==> config.mk <==
export PLATFORM = sky130hd
export DESIGN_NAME = acc_alu8
export DESIGN_NICKNAME = d
export VERILOG_FILES = /design/src/rtl/alu_pkg.sv /design/src/rtl/alu_zero_det.sv /design/src/rtl/alu_op_unit.sv /design/src/rtl/alu_out_reg.sv /design/src/rtl/acc_alu8.sv
export SDC_FILE = /design/constraint.sdc
export NUM_CORES = 1
export LEC_CHECK = 0
export BUFFER_PORTS_ARGS = -buffer_cell sky130_fd_sc_hd__buf_4
export CAP_MARGIN = 40
export CORE_MARGIN = 3
export CORE_UTILIZATION = 25
export CTS_BUF_LIST = sky130_fd_sc_hd__clkbuf_2
export CTS_CLUSTER_DIAMETER = 40
export DETAILED_ROUTE_END_ITERATION = 12
export MAX_ROUTING_LAYER = met4
export SLEW_MARGIN = 30
export SYNTH_ARGS = -nofsm -noshare
export SYNTH_HDL_FRONTEND = slang
export SYNTH_HIERARCHICAL = 1
export SYNTH_SLANG_ARGS = --single-unit
==> constraint.sdc <==
create_clock -name clk -period 7.9 [get_ports clk]
set_clock_uncertainty 0.05 [all_clocks]
set_input_delay 1.185 -clock clk [delete_from_list [all_inputs] [get_ports clk]]
set_output_delay 1.185 -clock clk [all_outputs]
set_load 0.05 [all_outputs]
==> src/rtl/alu_pkg.sv <==
package alu_pkg;

    parameter int ALU_W = 8;

    typedef enum logic [2:0] {
        OP_PASS_ACC = 3'b000,
        OP_ADD      = 3'b001,
        OP_SUB      = 3'b010,
        OP_AND      = 3'b011,
        OP_XOR      = 3'b100,
        OP_ABS      = 3'b101,
        OP_NEG      = 3'b110,
        OP_PASS_OPD = 3'b111
    } alu_op_e;

    typedef struct packed {
        logic      use_adder;
        logic      invert_b;
        alu_op_e   op;
    } alu_ctl_t;

    function automatic alu_ctl_t decode_op(input logic [2:0] code);
        alu_ctl_t c;
        c.op        = alu_op_e'(code);
        c.use_adder = (code == OP_ADD) || (code == OP_SUB);
        c.invert_b  = (code == OP_SUB);
        return c;
    endfunction

endpackage

==> src/rtl/alu_zero_det.sv <==
module alu_zero_det #(
    parameter int W = 8
) (
    input  logic [W-1:0] val,
    output logic         is_zero
);
    assign is_zero = ~|val;
endmodule

==> src/rtl/alu_op_unit.sv <==
module alu_op_unit
    import alu_pkg::*;
#(
    parameter int W              = 8,
    parameter bit SHARED_ADDSUB  = 1'b1
) (
    input  logic [W-1:0] a,
    input  logic [W-1:0] b,
    input  alu_ctl_t     ctl,
    output logic [W-1:0] y
);
    localparam int SIGN = W - 1;

    logic [W-1:0] addsub;
    logic [W-1:0] neg_a;
    logic [W-1:0] abs_a;

    generate
        if (SHARED_ADDSUB) begin : g_shared
            logic [W-1:0] b_eff;
            assign b_eff  = ctl.invert_b ? ~b : b;
            assign addsub = a + b_eff + {{(W-1){1'b0}}, ctl.invert_b};
        end else begin : g_split
            logic [W-1:0] sum_v;
            logic [W-1:0] dif_v;
            assign sum_v  = a + b;
            assign dif_v  = a - b;
            assign addsub = ctl.invert_b ? dif_v : sum_v;
        end
    endgenerate

    assign neg_a = ~a + {{(W-1){1'b0}}, 1'b1};
    assign abs_a = a[SIGN] ? neg_a : a;

    always_comb begin
        case (ctl.op)
            OP_PASS_ACC: y = a;
            OP_ADD,
            OP_SUB:      y = addsub;
            OP_AND:      y = a & b;
            OP_XOR:      y = a ^ b;
            OP_ABS:      y = abs_a;
            OP_NEG:      y = neg_a;
            OP_PASS_OPD: y = b;
            default:     y = a;
        endcase
    end
endmodule

==> src/rtl/alu_out_reg.sv <==
module alu_out_reg #(
    parameter int W = 8
) (
    input  logic         clk,
    input  logic         rst,
    input  logic [W-1:0] d,
    output logic [W-1:0] q
);
    always_ff @(posedge clk) begin
        if (rst) q <= '0;
        else     q <= d;
    end

    AST_RESET_CLEARS: assert property (@(posedge clk) rst |=> (q == '0));
    AST_LOADS_INPUT: assert property (@(posedge clk) disable iff (rst)
        !rst |=> (q == $past(d)));
endmodule

==> src/rtl/acc_alu8.sv <==
module acc_alu8
    import alu_pkg::*;
#(
    parameter int W = ALU_W
) (
    input  logic         clk,
    input  logic         rst,
    input  logic [W-1:0] acc_in,
    input  logic [W-1:0] opd_in,
    input  logic [2:0]   op_sel,
    output logic [W-1:0] res_q,
    output logic         acc_is_zero
);
    localparam logic [W-1:0] MIN_NEG = {1'b1, {(W-1){1'b0}}};

    alu_ctl_t     ctl;
    logic [W-1:0] next_res;

    assign ctl = decode_op(op_sel);

    alu_op_unit #(.W(W), .SHARED_ADDSUB(1'b1)) u_ops (
        .a   (acc_in),
        .b   (opd_in),
        .ctl (ctl),
        .y   (next_res)
    );

    alu_out_reg #(.W(W)) u_reg (
        .clk (clk),
        .rst (rst),
        .d   (next_res),
        .q   (res_q)
    );

    alu_zero_det #(.W(W)) u_zero (
        .val     (acc_in),
        .is_zero (acc_is_zero)
    );

    AST_PASS_OPD: assert property (@(posedge clk) disable iff (rst)
        (op_sel == 3'b111) |=> (res_q == $past(opd_in)));
    AST_ZERO_PASS: assert property (@(posedge clk) disable iff (rst)
        (acc_is_zero && op_sel == 3'b000) |=> (res_q == '0));
    AST_ADD_WRAP: assert property (@(posedge clk) disable iff (rst)
        (op_sel == 3'b001) |=> (res_q == W'($past(acc_in) + $past(opd_in))));
    AST_SUB_WRAP: assert property (@(posedge clk) disable iff (rst)
        (op_sel == 3'b010) |=> (W'(res_q + $past(opd_in)) == $past(acc_in)));
    AST_NEG_SUM: assert property (@(posedge clk) disable iff (rst)
        (op_sel == 3'b110) |=> (W'(res_q + $past(acc_in)) == '0));
    AST_ABS_SIGN: assert property (@(posedge clk) disable iff (rst)
        (op_sel == 3'b101 && acc_in != MIN_NEG) |=> !res_q[W-1]);
    AST_XOR_SELF: assert property (@(posedge clk) disable iff (rst)
        (op_sel == 3'b100) |=> ((res_q ^ $past(opd_in)) == $past(acc_in)));
endmodule

### After elaboration in Yosys (flattened, before gate mapping)

Cells that the tools add are included.
Widths: inputs -> output; s select.

| word-level totals | value |
|---|---|
| flip-flop bits (word level) | 8 |
| output and inout port bits | 9 |
| input bits | 21 |

| operators by class | value |
|---|---|
| equality and inequality tests | 7 |
| reductions and logical operators | 4 |
| mux-type cells | 3 |
| bitwise logic cells | 4 |
| $add $sub $neg | 3 |

Operators with widths:

| cell | number |
|---|---|
| $pmux 8 s7 | 1 |
| $mux 8 | 2 |
| $not 8->8 | 2 |
| $eq 3x3->1 const B | 4 |
| $add 8x1->8 | 1 |
| $add 8x1->8 const B | 1 |
| $add 8x8->8 | 1 |
| $and 8x8->8 | 1 |
| $reduce_or 8->1 | 1 |
| $xor 8x8->8 | 1 |
| $eq 3x2->1 const B | 2 |
| $eq 3x1->1 const B | 1 |
| $logic_not 3->1 | 1 |
| $reduce_or 2->1 | 1 |
| $logic_not 1->1 | 1 |

### Longest topological paths before layout

| logic depth | value |
|---|---|
| word-level depth | 5 |
| depth in mapped cells | 10 |
| mapped depth without buffers | 9 |

### By module

The synthesis kept the hierarchy.

Modules (own cells, without submodules):

| module | times used | cells an instance | area each (µm²) | seq. area each (µm²) |
|---|---|---|---|---|
| alu_op_unit | 1 | 125 | 963.4 | 0.0 |
| alu_out_reg | 1 | 16 | 210.2 | 160.2 |
| acc_alu8 | 1 | 3 | 20.0 | 0.0 |
| alu_zero_det | 1 | 3 | 18.8 | 0.0 |

### Worst setup path before layout

Ideal clock, no wire load.

| timing | value |
|---|---|
| kind | input to output |
| from | in acc_in[7] |
| to | out acc_is_zero |
| stages on the path | 2 |
| arrival | 2.368 ns |
| setup slack | 4.297 ns |
| buffers on the path | 0 |
| data required time | 6.665 ns |
| path through | or4_1 > nor2_1 |

| on the way | value |
|---|---|
| word-level cells in the longest chain between the ends | 2 |

RTL lines:

| element | RTL line | text |
|---|---|---|
| start, declared | acc_alu8.sv:8 | `input logic [W-1:0] acc_in,` |
| $reduce_or 8->1 | alu_zero_det.sv:7 | `assign is_zero = ~\|val;` |
| $logic_not 1->1 | alu_zero_det.sv:7 |  |
| end, declared | acc_alu8.sv:12 | `output logic acc_is_zero` |

Every way passes these cells.

==> key figures <==
Clocking
  • Cts bufs inserted: 3
  • Resize count post-CTS: 0
  • CTS tree: built
  • Hold buffers post-CTS: 0
  • Post-CTS Setup Inserts: 0
  • Max H-tree Level: 1
  • Root Driver: clkbuf_2
  • # clock sinks: 8
  • CTS clk-pin slew, worst paths: 0.06 ns
  • Clock Path Buffers: 2

Worst hold path
  • Hold/Removal Path Class: primary input to flop
  • WHS Endpoint: u_reg/q[0]$_SDFF_PP0_
  • Min-delay src: rst
  • Hold Path Stages: 2

Global route
  • Gr usage total: 0.1060
  • Initial antenna violation count: 0
  • Vias in the first global route: 987
  • First-pass GRT wire length: 4567 microns
  • Largest net degree at the start of global routing: 24
  • GRT overflow: 0

Finish
  • Regs by FF count: u_reg/q: 8 flops
  • Top reg by flops: u_reg/q
  • Multi-input gate area: 993.5 sq um
  • Fillers: 480
  • FF/Latch Area: 160.2 sq um
  • Post-route cell area: 1478 sq um
  • ANT cells: 0
  • Final net count: 213
  • Layout cell share with drive strength beyond 1: 0.2312
  • Area growth from synthesis to layout: 23.15%
  • Number of flip-flops in the largest register: 8

STA
  • Fmax: 284.9 MHz
  • Worst setup margin: 4.390 ns
  • Worst slew pin tran: 0.7465 ns
  • Setup violators final: 0
  • RSZ-0062 raised after global routing: false
  • Slew Limit Headroom: 0.5012
  • Worst hold slack: 1.138 ns
  • Max-slew violation count: 0
  • Min Tclk post-route: 3.510 ns
  • Hold Vio Cnt, Final: 0
  • Period utilization: 0.4443
  • Fin Setup TNS: 0 ns

Power and ir drop
  • Leakage: 0.6706 nW
  • Sequential Power Share: 0.269
  • Peak VDD IR: 41.30 uV
  • Int Pwr: 99.69 uW
  • Pwr/cell area: 115.4 nW/um^2
  • Pwr Total: 170.5 uW
  • Switching portion of total power: 0.4152
  • Psw: 70.78 uW
  • Clk pwr share: 0.124
  • Gate power share: 0.607

Critical path
  • Critical Path Start Type: primary input
  • WP data required: 7.96 ns
  • CP endpoint kind: flop
  • Worst-path fanout max: 23
  • WS Path Type: primary input to flop
  • Crit path DAT: 3.57 ns

Synthesis
  • Post-Syn Instances: 145
  • Syn_nets: 183
  • Synth warn: 6
  • Average size of a mapped cell: 8.275 sq um
  • Syn Std Cell Area: 1200 sq um

Routing
  • Vias: 1126
  • Final WL: 2951 microns
  • Routed wire length per instance: 13.12 microns
  • Antenna-violating nets left: 0
  • Post-route DRC: 0
  • Vias/cell: 5.004
  • First-pass DRT Iterations: 4
  • Initial drt markers: 60

Floorplanning
  • Area of the die: 5667 sq um
  • Initial core utilization: 0.2664
  • IO Count: 30
  • Core ar.: 4504 sq um
  • Chip height: 75.28 microns
  • Chip width: 75.28 microns
  • Rows: 24

Outcome
  • Status: completed

Flow run
  • Max-cap violations: 0

Place
  • Post-DP HPWL: 2439 microns
  • IO buf count: 29
  • Place WS: 4.139 ns
  • Placer Congestion: 0.8160
  • Area after DPL: 1463 sq um
## cells in the final DEF (no fill, tap or decap), types with 2 or more instances in the layout
master    count
a211oi_1      3
a21o_1        2
a21oi_1       6
a221oi_1      4
a311oi_1      2
and3b_1       2
buf_4        30
clkbuf_2      3
dfxtp_1       8
ha_1         16
inv_1         5
mux2i_1       8
nand2_1      10
nor2_1        8
nor2b_1      11
nor3_1        3
nor3b_1       5
o21ai_0       7
o221ai_1      2
or2_2         2
or3_1         2
or4_1         2
xnor2_1       7
xor2_1        9
## critical path, cell delays in order
cell and delay (ns):
buf_4 0.25, nor3b_1 0.09, buf_4 0.19, mux2_2 0.30
fa_1 0.42, a211o_1 0.28, a31o_2 0.24, a21oi_1 0.17
xor2_1 0.18, o221ai_1 0.12, nor2b_1 0.14
## stage by stage
step / util / instances
floorplan: - / 145
global placement: 0.3247 / 222
detailed placement: 0.3247 / 222
CTS: 0.3281 / 225
global route: 0.3281 / 225
finish: 0.3281 / 225
## power groups by stage
| stage | Combinational [mW] | Sequential [mW] | Clock, mW |
|---|---|---|---|
| finish | 0.104 | 0.0458 | 0.0212 |
| global route | 0.113 | 0.0462 | 0.0243 |
| CTS | 0.104 | 0.0458 | 0.0227 |
| detailed placement | 0.104 | 0.0467 | 0 |
| global placement | 0.104 | 0.0468 | 0 |
| floorplan | 0.0557 | 0.0628 | 0 |
## cell type report
type / instances / share of cell area
multi-input combinational: 127 / 0.6723
timing repair buffer: 30 / 0.1524
sequential: 8 / 0.1084
tap: 52 / 0.04403
inverter: 5 / 0.01270
clock buffer: 3 / 0.01016
## worst max-delay path by stage
stage | startpoint | end | slack [ns] | cells past startpoint
3_5_place_dp | op_sel[2] | u_reg/q[6]$_SDFF_PP0_ | 4.14 | 11
3_3_place_gp | op_sel[2] | u_reg/q[6]$_SDFF_PP0_ | 4.19 | 11
2_1_floorplan | acc_in[7] | acc_is_zero | 4.30 | 2
5_1_grt | op_sel[2] | u_reg/q[6]$_SDFF_PP0_ | 4.24 | 11
4_1_cts | op_sel[2] | u_reg/q[6]$_SDFF_PP0_ | 4.37 | 11
6_report | op_sel[2] | u_reg/q[6]$_SDFF_PP0_ | 4.39 | 11
## per-layer routing
metal | wire length, microns | vias to the layer above | part of all wire | GRT usage
li1 | - | 592 | - | -
met3 | 122 | 2 | 0.041 | 0.004005
met5 | 0 | - | 0 | -
met4 | 10 | 0 | 0.0034 | 0.03495
met1 | 1520 | 506 | 0.52 | 0.1532
met2 | 1298 | 26 | 0.44 | 0.1572
Power figures use the tool's default switching activity.
